[config.mk]
export PLATFORM = sky130hd
export DESIGN_NAME = cpu_countdown_timer
export DESIGN_NICKNAME = d
export VERILOG_FILES = /design/src/rtl/ctm_pkg.sv /design/src/rtl/ctm_prescaler.sv /design/src/rtl/ctm_counter.sv /design/src/rtl/ctm_status.sv /design/src/rtl/cpu_countdown_timer.sv
export SDC_FILE = /design/constraint.sdc
export NUM_CORES = 1
export LEC_CHECK = 0
export BUFFER_PORTS_ARGS = -buffer_cell sky130_fd_sc_hd__buf_2
export CORE_MARGIN = 2
export CORE_UTILIZATION = 37
export DETAILED_ROUTE_END_ITERATION = 10
export SETUP_SLACK_MARGIN = 0.4
export SLEW_MARGIN = 20
export SYNTH_ARGS = -nofsm -noshare
export SYNTH_HDL_FRONTEND = slang
export SYNTH_SLANG_ARGS = --single-unit
[constraint.sdc]
create_clock -name clk -period 6.6 [get_ports clk]
set_clock_uncertainty 0.1 [all_clocks]
set_input_delay 0.33 -clock clk [delete_from_list [all_inputs] [get_ports clk]]
set_output_delay 0.33 -clock clk [all_outputs]
set_load 0.02 [all_outputs]
[src/rtl/ctm_pkg.sv]
package ctm_pkg;
  // Word index, taken from bus_addr[3:2]
  localparam logic [1:0] REG_LOAD  = 2'd0;
  localparam logic [1:0] REG_COUNT = 2'd1;
  localparam logic [1:0] REG_CTRL  = 2'd2;
  localparam logic [1:0] REG_STAT  = 2'd3;

  // Control word field positions
  localparam int CTRL_EN_BIT  = 0;
  localparam int CTRL_RPT_BIT = 1;
  localparam int CTRL_DIV_LSB = 8;

  typedef struct packed {
    logic [7:0] div;
    logic       rpt;
    logic       en;
  } ctm_ctrl_t;
endpackage

[src/rtl/ctm_prescaler.sv]
module ctm_prescaler #(
  parameter int PW = 8
) (
  input  logic          clk,
  input  logic          rst_n,
  input  logic          run,
  input  logic          restart,
  input  logic [PW-1:0] limit,
  output logic          tick
);
  logic [PW-1:0] phase_q;

  assign tick = run && !restart && (phase_q == limit);

  always_ff @(posedge clk) begin
    if (!rst_n) begin
      phase_q <= '0;
    end else if (restart || !run || tick) begin
      phase_q <= '0;
    end else begin
      phase_q <= phase_q + 1'b1;
    end
  end
endmodule

[src/rtl/ctm_counter.sv]
module ctm_counter #(
  parameter int CW = 32
) (
  input  logic          clk,
  input  logic          rst_n,
  input  logic          set_en,
  input  logic [CW-1:0] set_val,
  input  logic          tick,
  input  logic          rpt,
  input  logic [CW-1:0] period,
  output logic [CW-1:0] count,
  output logic          expire
);
  localparam logic [CW-1:0] ONE = CW'(1);

  assign expire = tick && !set_en && (count == ONE);

  always_ff @(posedge clk) begin
    if (!rst_n) begin
      count <= '0;
    end else if (set_en) begin
      count <= set_val;
    end else if (expire) begin
      count <= rpt ? period : '0;
    end else if (tick) begin
      count <= count - ONE;
    end
  end
endmodule

[src/rtl/ctm_status.sv]
module ctm_status (
  input  logic clk,
  input  logic rst_n,
  input  logic set,
  input  logic clr,
  output logic flag,
  output logic pulse
);
  logic flag_prev_q;

  always_ff @(posedge clk) begin
    if (!rst_n) begin
      flag        <= 1'b0;
      flag_prev_q <= 1'b0;
    end else begin
      flag_prev_q <= flag;
      if (set)      flag <= 1'b1;
      else if (clr) flag <= 1'b0;
    end
  end

  assign pulse = flag && !flag_prev_q;
endmodule

[src/rtl/cpu_countdown_timer.sv]
module cpu_countdown_timer #(
  parameter int DW = 32,
  parameter int AW = 4,
  parameter int PW = 8
) (
  input  logic          clk,
  input  logic          rst_n,
  input  logic          bus_sel,
  input  logic          bus_wr,
  input  logic [AW-1:0] bus_addr,
  input  logic [DW-1:0] bus_wdata,
  output logic [DW-1:0] bus_rdata,
  output logic          irq_pulse
);
  import ctm_pkg::*;

  localparam int DIV_MSB = CTRL_DIV_LSB + PW - 1;

  logic [1:0]    word;
  logic          wr_hit, wr_load, wr_count, wr_ctrl, wr_stat;
  logic [DW-1:0] load_q;
  logic [DW-1:0] count_q;
  logic          en_q, rpt_q;
  logic [PW-1:0] div_q;
  logic          rise_en, zero_refill, set_en, restart, run, tick, expire;
  logic [DW-1:0] set_val;
  logic          status_q;

  assign word     = bus_addr[3:2];
  assign wr_hit   = bus_sel && bus_wr;
  assign wr_load  = wr_hit && (word == REG_LOAD);
  assign wr_count = wr_hit && (word == REG_COUNT);
  assign wr_ctrl  = wr_hit && (word == REG_CTRL);
  assign wr_stat  = wr_hit && (word == REG_STAT);

  assign rise_en     = wr_ctrl && bus_wdata[CTRL_EN_BIT] && !en_q;
  assign zero_refill = rise_en && bus_wdata[CTRL_RPT_BIT] && (count_q == '0);
  assign set_en      = wr_load || wr_count || zero_refill;
  assign set_val     = (wr_load || wr_count) ? bus_wdata : load_q;
  assign restart     = set_en || rise_en;
  assign run         = en_q && (count_q != '0);

  always_ff @(posedge clk) begin
    if (!rst_n) begin
      load_q <= '0;
      en_q   <= 1'b0;
      rpt_q  <= 1'b0;
      div_q  <= '0;
    end else begin
      if (wr_load) load_q <= bus_wdata;
      if (wr_ctrl) begin
        en_q  <= bus_wdata[CTRL_EN_BIT];
        rpt_q <= bus_wdata[CTRL_RPT_BIT];
        div_q <= bus_wdata[DIV_MSB:CTRL_DIV_LSB];
      end
    end
  end

  ctm_prescaler #(.PW(PW)) u_presc (
    .clk(clk), .rst_n(rst_n), .run(run), .restart(restart),
    .limit(div_q), .tick(tick)
  );

  ctm_counter #(.CW(DW)) u_count (
    .clk(clk), .rst_n(rst_n), .set_en(set_en), .set_val(set_val),
    .tick(tick), .rpt(rpt_q), .period(load_q),
    .count(count_q), .expire(expire)
  );

  ctm_status u_stat (
    .clk(clk), .rst_n(rst_n), .set(expire),
    .clr(wr_stat && bus_wdata[0]),
    .flag(status_q), .pulse(irq_pulse)
  );

  always_comb begin
    bus_rdata = '0;
    unique case (word)
      REG_LOAD:  bus_rdata = load_q;
      REG_COUNT: bus_rdata = run ? count_q : '0;
      REG_CTRL: begin
        bus_rdata[CTRL_EN_BIT]          = en_q;
        bus_rdata[CTRL_RPT_BIT]         = rpt_q;
        bus_rdata[DIV_MSB:CTRL_DIV_LSB] = div_q;
      end
      REG_STAT:  bus_rdata[0] = status_q;
      default:   bus_rdata = '0;
    endcase
  end
endmodule

[After elaboration in Yosys (flattened, before gate mapping)]
Cells that the tools add are included.
Widths: inputs -> output; s select.
Operators by class
  add/sub/neg operators: 2
  equality and inequality tests: 5
  mux-type cells: 13
  bitwise gates (word level): 1
  reductions and logical operators: 32
Operators with widths (count)
  $mux 32: 6
  $eq 32x1->1 const B: 1
  $logic_not 32->1: 1
  $pmux 16 s2: 1
  $reduce_bool 32->1: 1
  $sub 32x1->32 const B: 1
  $pmux 8 s3: 1
  $logic_and 1x1->1: 16
  $pmux 6 s2: 1
  $add 8x1->8 const B: 1
  $eq 8x8->1: 1
  $logic_not 1->1: 5
  $logic_or 1x1->1: 5
  $eq 2x2->1 const B: 2
  $pmux 1 s4: 1
  $pmux 1 s3: 1
  $reduce_bool 3->1: 1
  $eq 2x1->1 const B: 1
  $logic_not 2->1: 1
  $mux 1: 2
  $reduce_bool 2->1: 1
  $reduce_or 2->1: 1
  $not 1->1: 1
Storage, ports and cells
  flip-flop bits (word level): 84
  input port bits: 40
  output and inout bits: 33

[Logic depth before layout (Yosys ltp)]
Gate-level depths: netlist of the first run.
  depth in word-level cells: 15
  depth in mapped cells: 12
  mapped depth without buffers: 9

[Hierarchy]
Synthesis of the first run repeated with hierarchy kept, for this count alone.
Unflattened totals
  cell total of the unflattened synthesis: 694
  area, all modules: 5670.4 µm²
Modules (own cells, without submodules)
  cpu_countdown_timer: instances 1, cells each 324, area each 2630.0 µm², seq. area each 840.8 µm²
  ctm_counter: instances 1, cells each 318, area each 2496.1 µm², seq. area each 640.6 µm²
  ctm_prescaler: instances 1, cells each 46, area each 478.0 µm², seq. area each 160.2 µm²
  ctm_status: instances 1, cells each 6, area each 66.3 µm², seq. area each 40.0 µm²

[Least setup slack after synthesis of the first run]
No wires, ideal clock.
  path type: reg2out
  from: register u_count.count[1]
  to: output bus_rdata[16]
  arrival: 2.748 ns
  required time: 6.170 ns
  slack: 3.422 ns
  stages on the path, launching flop included: 10
  buffers on the path: 2
  cells stage by stage: dfxtp_1 > inv_1 > ha_1 > or4b_1 > clkbuf_1 > or4_4 > o31a_4 > and3b_1 > clkbuf_1 > a22o_1
On the way
  longest elaborated chain between the ends: 4
RTL lines
  from (decl): line ctm_counter.sv:11  | output logic [CW-1:0] count,
  from (signal assigned): line ctm_counter.sv:22  | count <= set_val;
  from (signal assigned): line ctm_counter.sv:24  | count <= rpt ? period : '0;
  from (signal assigned): line ctm_counter.sv:26  | count <= count - ONE;
  $reduce_bool 32->1: line cpu_countdown_timer.sv:41  | assign run = en_q && (count_q != '0);
  $logic_and 1x1->1: line cpu_countdown_timer.sv:41
  $mux 32: line cpu_countdown_timer.sv:80  | REG_COUNT: bus_rdata = run ? count_q : '0;
  $pmux 16 s2: line cpu_countdown_timer.sv:78  | unique case (word)
  to (decl): line cpu_countdown_timer.sv:12  | output logic [DW-1:0] bus_rdata,
No other way between the ends.

[Worst setup path after layout of the first run]
  from: register u_count.count[1]
  to: output bus_rdata[29]
Same word-level chain as after synthesis.

==> results of run 1 <==
## metrics by stage
| step | power (mW) | utilization, % |
|---|---|---|
| final | 1.39 | 43.2 |
| after floorplan | 0.757 | - |
| after global routing | 1.45 | 43.2 |
| after global placement | 0.825 | 40.7 |
| after detailed placement | 0.831 | 40.7 |
| after CTS | 1.39 | 43.2 |
## cells in the mapped netlist (2+ instances only)
cell type,instances
ha_1,3
xnor2_1,14
nor3_1,29
nor2_1,52
and2_1,5
xor2_1,19
nor4_1,15
nor2b_1,11
nand3b_1,3
nand4_1,4
a22oi_1,2
a21o_1,2
or3_1,7
or2_2,2
nand3_1,19
a22o_1,23
a21oi_1,60
nand4b_1,6
nand2_1,115
o21a_1,4
buf_2,4
a2111oi_2,2
inv_1,3
buf_4,2
o22ai_1,10
a211oi_1,12
mux2i_1,2
a211o_1,5
o211ai_1,7
clkbuf_1,43
a31oi_1,11
buf_6,3
or4_1,4
o21ai_0,33
a311oi_1,8
o21ai_1,7
o221ai_1,2
o41ai_1,4
and3_1,6
dfxtp_1,84
## worst min path at each step
stage	start	endpoint	slack, ps
3_5_place_dp	load_q[14]	load_q[14]	360
5_1_grt	bus_wdata[16]	load_q[16]	130
2_1_floorplan	load_q[12]	load_q[12]	340
4_1_cts	bus_wdata[4]	load_q[4]	120
3_3_place_gp	load_q[14]	load_q[14]	360
6_report	bus_wdata[4]	load_q[4]	120
## worst max-delay path, delay by kind of cell, from the launching register on
family | cells | cell delay [ps]
flip-flops | 1 | 340
adder cells (fa/ha/maj) | 1 | 270
buffers and inverters | 2 | 290
AND/OR/NAND/NOR | 3 | 1800
AO/OA/AOI/OAI | 2 | 730
## power breakdown
part           internal [mW]  switching, mW  total, mW
Combinational          0.102          0.173      0.275
Sequential             0.525         0.0269      0.552
Clock                  0.342          0.221      0.563
## registers in the layout, indices dropped and copies added, names as in the netlist
| signal | cells |
|---|---|
| div_q | 8 |
| en_q | 1 |
| load_q | 32 |
| rpt_q | 1 |
| u_count.count | 32 |
| u_presc.phase_q | 8 |
| u_stat.flag | 1 |
| u_stat.flag_prev_q | 1 |
## routing by layer
metal,up-vias,routed length [um],share of wire [%]
li1,2483,-,-
met1,2496,7460,45
met2,191,7750,47
met3,19,1040,6.3
met4,0,294,1.8
met5,-,0,0
## cell type report
type,instances,area (um2)
multi-input combinational,523,3050
tap,176,220
antenna,1,2.50
timing repair buffer,77,403
fill,1396,7490
clock buffer,10,239
sequential,84,1680
inverter,4,15.0
clock inverter,6,87.6
## layout by cell type (no fill, tap or decap), types with 5 or more instances in the layout
cell         n
nand2_1    115
dfxtp_1     84
buf_2       70
a21oi_1     60
nor2_1      51
o21ai_0     33
nor3_1      29
a22o_1      23
xor2_1      19
nand3_1     19
nor4_1      15
xnor2_1     14
a211oi_1    12
nor2b_1     11
a31oi_1     11
o22ai_1     10
clkbuf_16    9
a311oi_1     8
or3_1        7
o211ai_1     7
o21ai_1      7
buf_4        7
nand4b_1     6
and3_1       6
and2_1       5
## kinds of logic (layout without fill, tap and decap cells)
kind of cell | count (synthesis) | count (layout) | share of synthesized area (%)
XOR/XNOR | 33 | 33 | 5.80
flip-flops | 84 | 84 | 33.8
buffers and inverters | 57 | 97 | 5.00
adder cells (fa/ha/maj) | 3 | 3 | 0.754
AND/OR/NAND/NOR | 284 | 284 | 27.2
other | 0 | 1 | 0
AO/OA/AOI/OAI | 200 | 200 | 26.6
multiplexers | 3 | 3 | 0.854
==> results.sh, run 1 <==
export IMPL_clockBufferDepth=2
export IMPL_placedInstanceArea_um2=5370
export IMPL_rr_worst_depth=9
export IMPL_grt_use_total_pct=23.2
export IMPL_crit_path_max_incr_delay_ps=660
export IMPL_dieHeight_um=120
export IMPL_gr_usage_met2_pct=36.7
export IMPL_async_reset_ff_share_pct=0
export IMPL_status="complete, no violations"
export IMPL_cts_buffers=9
export IMPL_layout_nets=742
export IMPL_overflow=0
export IMPL_hold_viol_final=0
export IMPL_critPathSlowestCell="or4b_1"
export IMPL_dp_cells=864
export IMPL_synth_edf_count=0
export IMPL_cts_resized=0
export IMPL_setup_viol=0
export IMPL_slew_limit_headroom_pct=27.1
export IMPL_yosysTopAreaCell="dfxtp_1"
export IMPL_synth_cells=664
export IMPL_grt_pass1_wl_um=26400
export IMPL_max_freq_ghz=0.236
export IMPL_initial_core_util_pct=37.8
export IMPL_drt_pass1_iter_count=5
export IMPL_rr_endpoint="u_count.count[30]"
export IMPL_dp_final_hpwl_um=11000
export IMPL_hold_ws_ps=122
export IMPL_path_clk_slew_ps=70
export IMPL_gp_congestion=0.913
export IMPL_use_met1_pct=32.0
export IMPL_cp_max_fo=22
export IMPL_fin_cells=881
export IMPL_crit_path_end_kind="output port"
export IMPL_crit_end="bus_rdata[29]"
export IMPL_cap_viol_max_count=0
export IMPL_synth_top_area_share_pct=33.8
export IMPL_ys_ff_latch=84
export IMPL_finalSetupTns_ps=0
export IMPL_required_ps=6170
export IMPL_ir_drop_mv=0.103
export IMPL_worstPathCellList="inv_1, ha_1, or4b_1, or4_4, o31a_4, and3b_1, a22o_1, buf_2"
export IMPL_fin_crit_ps=4230
export IMPL_chipWidth_um=120
export IMPL_grt_pass1_vias=4895
export IMPL_hold_buffers=0
export IMPL_ys_flop_type="dfxtp_1"
export IMPL_hold_path_class="in -> reg"
export IMPL_port_buffers=70
export IMPL_grt_max_degree=36
export IMPL_gr_max_usage_layer="met2"
export IMPL_clk_latency_ps=350
export IMPL_num_rows=42
export IMPL_startpoint="u_count.count[1]"
export IMPL_htreeDepth=3
export IMPL_drv_slew=0
export IMPL_clock_sinks=84
export IMPL_area_growth_pct=14.5
export IMPL_synth_distinct_cells=57
export IMPL_met3_usage_pct=2.66
export IMPL_whs_path_depth=3
export IMPL_num_vias=5189
export IMPL_setup_slack_ps=2370
export IMPL_fin_crit_sh_pct=64.1
export IMPL_power_leakage_nw=2.17
export IMPL_wl_per_cell_um=18.8
export IMPL_worstReg2RegStart="u_count.count[1]"
export IMPL_postCtsSetupBuffers=0
export IMPL_cts_tree="yes"
export IMPL_wl_um=16600
export IMPL_final_area_um2=5700
export IMPL_drt_iter0_drc=475
export IMPL_drc_errors=0
export IMPL_pre_cts_slack_ps=2250
export IMPL_syn_area_um2=4980
export IMPL_antenna_found_initial=1
export IMPL_cts_root_buf="clkbuf_16"
export IMPL_drive_gt1_share_pct=14.9
export IMPL_rsz0062_at_grt="no"
export IMPL_final_antenna_net_count=0
export IMPL_syn_avg_cell_area_um2=7.50
export IMPL_core_um2=13200
export IMPL_synthesis_nets=707
export IMPL_ys_top_cells_by_area="dfxtp_1, nand2_1, a21oi_1"
export IMPL_yosysSeqAreaShare_pct=33.8
export IMPL_die_area_um2=14400
export IMPL_critical_path_class="reg -> out"
export IMPL_via_per_inst=5.89
export IMPL_power_density_nw_per_um2=244
export IMPL_critPathArrivalTime_ps=3800
export IMPL_max_slew_worst_pin_slew_ps=1090
export IMPL_ys_warn_count=0
export IMPL_ios=73
export IMPL_worst_setup_path_start_kind="register"
export IMPL_reg2reg_slack_ps=2550
Power figures use the tool's default switching activity.
==> run 2, diff against run 1 <==
==> constraint.sdc (replaced) <==
create_clock -name clk -period 4.2 [get_ports clk]
set_clock_uncertainty 0.1 [all_clocks]
set_input_delay 0.21 -clock clk [delete_from_list [all_inputs] [get_ports clk]]
set_output_delay 0.21 -clock clk [all_outputs]
set_load 0.02 [all_outputs]
==> results.sh, run 2 (synthesized netlist as in run 1, its figures left out) <==
export IMPL_finalSetupTns_ps=0
export IMPL_wl_per_cell_um=18.3
export IMPL_cts_tree="yes"
export IMPL_reg2reg_slack_ps=610
export IMPL_ios=73
export IMPL_worst_setup_path_start_kind="register"
export IMPL_layout_nets=752
export IMPL_crit_path_end_kind="output port"
export IMPL_final_cell_mix="nand2_1, dfxtp_1, buf_2"
export IMPL_final_common_cell="nand2_1"
export IMPL_drive_gt1_share_pct=16.3
export IMPL_num_rows=42
export IMPL_die_area_um2=14400
export IMPL_path_clk_slew_ps=60
export IMPL_fin_cells=889
export IMPL_dieHeight_um=120
export IMPL_holdPathEnd="load_q[2]"
export IMPL_area_growth_pct=16.8
export IMPL_dp_final_hpwl_um=10800
export IMPL_grt_pass1_vias=4769
export IMPL_worstReg2RegStart="u_count.count[0]"
export IMPL_max_freq_ghz=0.271
export IMPL_hold_viol_final=0
export IMPL_critical_path_class="reg -> out"
export IMPL_drc_errors=0
export IMPL_top_regs="load_q x32, u_count.count x32"
export IMPL_n_antenna_cell=0
export IMPL_clk_latency_ps=350
export IMPL_ir_drop_mv=0.200
export IMPL_power_density_nw_per_um2=383
export IMPL_initial_core_util_pct=37.8
export IMPL_core_um2=13200
export IMPL_drv_slew=0
export IMPL_power_leakage_nw=2.23
export IMPL_rr_endpoint="u_count.count[8]"
export IMPL_gp_congestion=0.903
export IMPL_cap_viol_max_count=0
export IMPL_wl_um=16300
export IMPL_port_buffers=70
export IMPL_cts_buffers=9
export IMPL_critPathArrivalTime_ps=3380
export IMPL_drt_pass1_iter_count=5
export IMPL_hold_buffers=0
export IMPL_chipWidth_um=120
export IMPL_dp_cells=871
export IMPL_cts_root_buf="clkbuf_16"
export IMPL_fin_crit_sh_pct=87.8
export IMPL_antenna_found_initial=0
export IMPL_rr_worst_depth=10
export IMPL_rsz0062_at_grt="no"
export IMPL_grt_pass1_wl_um=25600
export IMPL_clock_sinks=84
export IMPL_overflow=0
export IMPL_required_ps=3890
export IMPL_whs_path_depth=3
export IMPL_fin_crit_ps=3690
export IMPL_setup_viol=0
export IMPL_htreeDepth=3
export IMPL_via_per_inst=5.87
export IMPL_cp_max_fo=7
export IMPL_grt_use_total_pct=22.6
export IMPL_clockBufferDepth=2
export IMPL_hold_path_class="in -> reg"
export IMPL_status="complete, no violations"
export IMPL_holdCritStartpoint="bus_wdata[2]"
export IMPL_max_slew_worst_pin_slew_ps=684
export IMPL_final_antenna_net_count=0
export IMPL_drt_iter0_drc=451
export IMPL_num_vias=5215
export IMPL_final_util_pct=44.1
export IMPL_slew_limit_headroom_pct=54.0
export IMPL_grt_max_degree=53
[run 2: cell count changes in the layout (fill, tap and decap cells not counted), sizes merged]
cell	delta
buf	+10
bufinv	+1
clkinv	-2
diode	-1
[run 2: power breakdown]
group / total (mW) / switching, mW / internal [mW] / leakage, nW
logic: 0.436 / 0.269 / 0.168 / 1.38
registers: 0.868 / 0.0431 / 0.825 / 0.681
clock network: 0.925 / 0.333 / 0.592 / 0.168
[run 2: repair_timing]
item,in CTS,in global routing
gates resized for setup,3,2
pin swaps,0,1
setup buffers,0,3
endpoints found under the setup margin,23,1
[run 2: worst max-delay path, stage by stage (launching register included)]
cell	delay [ps]
dfxtp_1	350
inv_1	160
ha_4	180
or4b_4	530
or4_4	590
o31a_4	380
and2_1	160
mux4_2	490
buf_2	180
[run 2: metal layers]
layer	global-route usage, %	wire (um)	vias up
li1	-	-	2508
met1	31.1	7420	2483
met2	35.2	7560	198
met3	3.66	1020	26
met4	9.12	317	0
met5	0	0	-
[run 2: how the worst max path moves through the flow]
stage,startpoint,to,slack (ps),cells after the start
floorplan,u_count.count[1],bus_rdata[16],1140,9
global placement,u_count.count[0],bus_rdata[29],590,8
detailed placement,u_count.count[1],bus_rdata[30],480,8
CTS,u_count.count[1],bus_rdata[0],410,8
global route,u_count.count[0],bus_rdata[0],410,8
finish,u_count.count[0],bus_rdata[0],510,8
[run 2: area by class of cell]
cell class / instances / area [um2]
Fill cell: 1348 / 7370
Multi-Input combinational cell: 523 / 3070
Tap cell: 176 / 220
Timing Repair Buffer: 87 / 490
Clock inverter: 5 / 100
Inverter: 4 / 15.0
Sequential cell: 84 / 1680
Clock buffer: 10 / 239
[run 2: metrics by stage]
stage | hold slack [ps] | power [mW] | setup WS, ps | area, um2
floorplan | 246 | 1.19 | 1140 | 4980
global placement | 361 | 1.30 | 590 | 5420
detailed placement | 369 | 1.31 | 477 | 5420
CTS | 7.05 | 2.23 | 414 | 5770
global route | 8.36 | 2.33 | 406 | 5820
finish | 12.2 | 2.23 | 513 | 5820
==> run 3, diff against run 2 <==
--- a/config.mk
+++ b/config.mk
@@ -9,6 +9,7 @@
 export CORE_MARGIN = 2
 export CORE_UTILIZATION = 37
 export DETAILED_ROUTE_END_ITERATION = 10
+export RECOVER_POWER = 50
 export SETUP_SLACK_MARGIN = 0.4
 export SLEW_MARGIN = 20
 export SYNTH_ARGS = -nofsm -noshare
==> results.sh, run 3 (synthesized netlist as in run 1, its figures left out) <==
export IMPL_grt_pass1_wl_um=25600
export IMPL_chipWidth_um=120
export IMPL_die_area_um2=14400
export IMPL_n_antenna_cell=0
export IMPL_drive_gt1_share_pct=15.1
export IMPL_final_area_um2=5790
export IMPL_required_ps=3890
export IMPL_hold_buffers=0
export IMPL_power_density_nw_per_um2=384
export IMPL_drt_pass1_iter_count=5
export IMPL_cts_tree="yes"
export IMPL_overflow=0
export IMPL_grt_max_degree=53
export IMPL_fin_crit_ps=3850
export IMPL_wl_per_cell_um=18.3
export IMPL_num_rows=42
export IMPL_clk_latency_ps=340
export IMPL_core_um2=13200
export IMPL_grt_use_total_pct=22.6
export IMPL_ios=73
export IMPL_cts_buffers=9
export IMPL_clockBufferDepth=2
export IMPL_clock_sinks=84
export IMPL_crit_path_max_incr_delay_ps=670
export IMPL_rr_worst_depth=10
export IMPL_layout_nets=752
export IMPL_fill_cells=1352
export IMPL_final_common_cell="nand2_1"
export IMPL_top_regs="load_q x32, u_count.count x32"
export IMPL_cts_root_buf="clkbuf_16"
export IMPL_status="complete, but fails checks"
export IMPL_setup_viol=0
export IMPL_num_vias=5236
export IMPL_path_clk_slew_ps=60
export IMPL_hold_ws_ps=11.8
export IMPL_whs_path_depth=3
export IMPL_finalSetupTns_ps=0
export IMPL_critical_path_class="reg -> out"
export IMPL_area_growth_pct=16.4
export IMPL_initial_core_util_pct=37.8
export IMPL_drv_slew=35
export IMPL_worst_setup_path_start_kind="register"
export IMPL_critPathArrivalTime_ps=3540
export IMPL_wl_um=16300
export IMPL_ir_drop_mv=0.199
export IMPL_cp_max_fo=7
export IMPL_gp_congestion=0.903
export IMPL_crit_path_end_kind="output port"
export IMPL_rsz0062_at_grt="no"
export IMPL_regArea_um2=1680
export IMPL_cap_viol_max_count=1
export IMPL_dieHeight_um=120
export IMPL_htreeDepth=3
export IMPL_max_slew_worst_pin_slew_ps=1700
export IMPL_power_leakage_nw=2.20
export IMPL_port_buffers=70
export IMPL_multiInputGateArea_um2=3070
export IMPL_final_cell_mix="nand2_1, dfxtp_1, buf_2"
export IMPL_hold_path_class="in -> reg"
export IMPL_final_antenna_net_count=0
export IMPL_placedInstanceArea_um2=5420
export IMPL_worstPathCellList="inv_1, ha_4, or4b_4, or4_1, o31a_4, buf_12, clkbuf_1, a31oi_1, o21ai_0, buf_2"
export IMPL_slew_limit_headroom_pct=-13.5
export IMPL_antenna_found_initial=0
export IMPL_max_freq_ghz=0.260
export IMPL_drt_iter0_drc=542
export IMPL_grt_pass1_vias=4769
export IMPL_critPathSlowestCell="or4_1"
export IMPL_violations="capacitance limit, slew limit"
export IMPL_fin_crit_sh_pct=91.6
export IMPL_hold_viol_final=0
export IMPL_via_per_inst=5.89
export IMPL_dp_final_hpwl_um=10800
export IMPL_drc_errors=0
[run 3: final timing paths]
path	start	endpoint	slack, ps
max	u_count.count[0]	bus_rdata[11]	350
min	bus_wdata[30]	load_q[30]	10
max reg2reg	u_count.count[0]	u_count.count[8]	510
min reg2reg	load_q[29]	load_q[29]	380
[run 3: per-stage QoR]
step / utilization, % / instances / total power [mW] / setup WS (ps)
finish: 43.9 / 889 / 2.23 / 355
global route: 43.9 / 889 / 2.33 / 211
CTS: 43.7 / 886 / 2.23 / 414
detailed placement: 41.1 / 871 / 1.31 / 477
global placement: 41.1 / 871 / 1.30 / 590
floorplan: - / 664 / 1.19 / 1140
[run 3: final cells by class]
cell class	instances	share of cell area (%)
clock buffer	10	4.12
clock inverter	5	1.73
inverter	4	0.259
multi-input combinational	523	52.9
sequential	84	29.0
tap	176	3.80
timing repair buffer	87	8.16
[run 3: timing repair]
item                                   in CTS  in global routing
gates resized for setup                     3                  2
setup endpoints to repair                  23                  1
setup buffers                               0                  3
pin swaps                                   0                  1
endpoints found under the hold margin       0                  0
[run 3: critical path, delay by kind of cell (launching register included)]
family                     cells  cell delay [ps]
adders and majority gates      1              180
and+or+nand+nor                2             1200
DFF                            1              350
buffers and inverters          4              700
AOI/OAI and AO/OA              3              740
[run 3: power by group]
part / total (mW) / internal, mW / switching [mW]
logic: 0.434 / 0.165 / 0.269
clock network: 0.925 / 0.592 / 0.333
registers: 0.868 / 0.825 / 0.0430
total: 2.23 / 1.58 / 0.644
[run 3: layer usage]
layer | GRT usage, % | up-vias | part of all wire [%]
li1 | - | 2505 | -
met1 | 31.1 | 2506 | 46
met2 | 35.2 | 200 | 46
met3 | 3.66 | 25 | 5.7
met4 | 9.12 | 0 | 2.0
met5 | 0 | - | 0
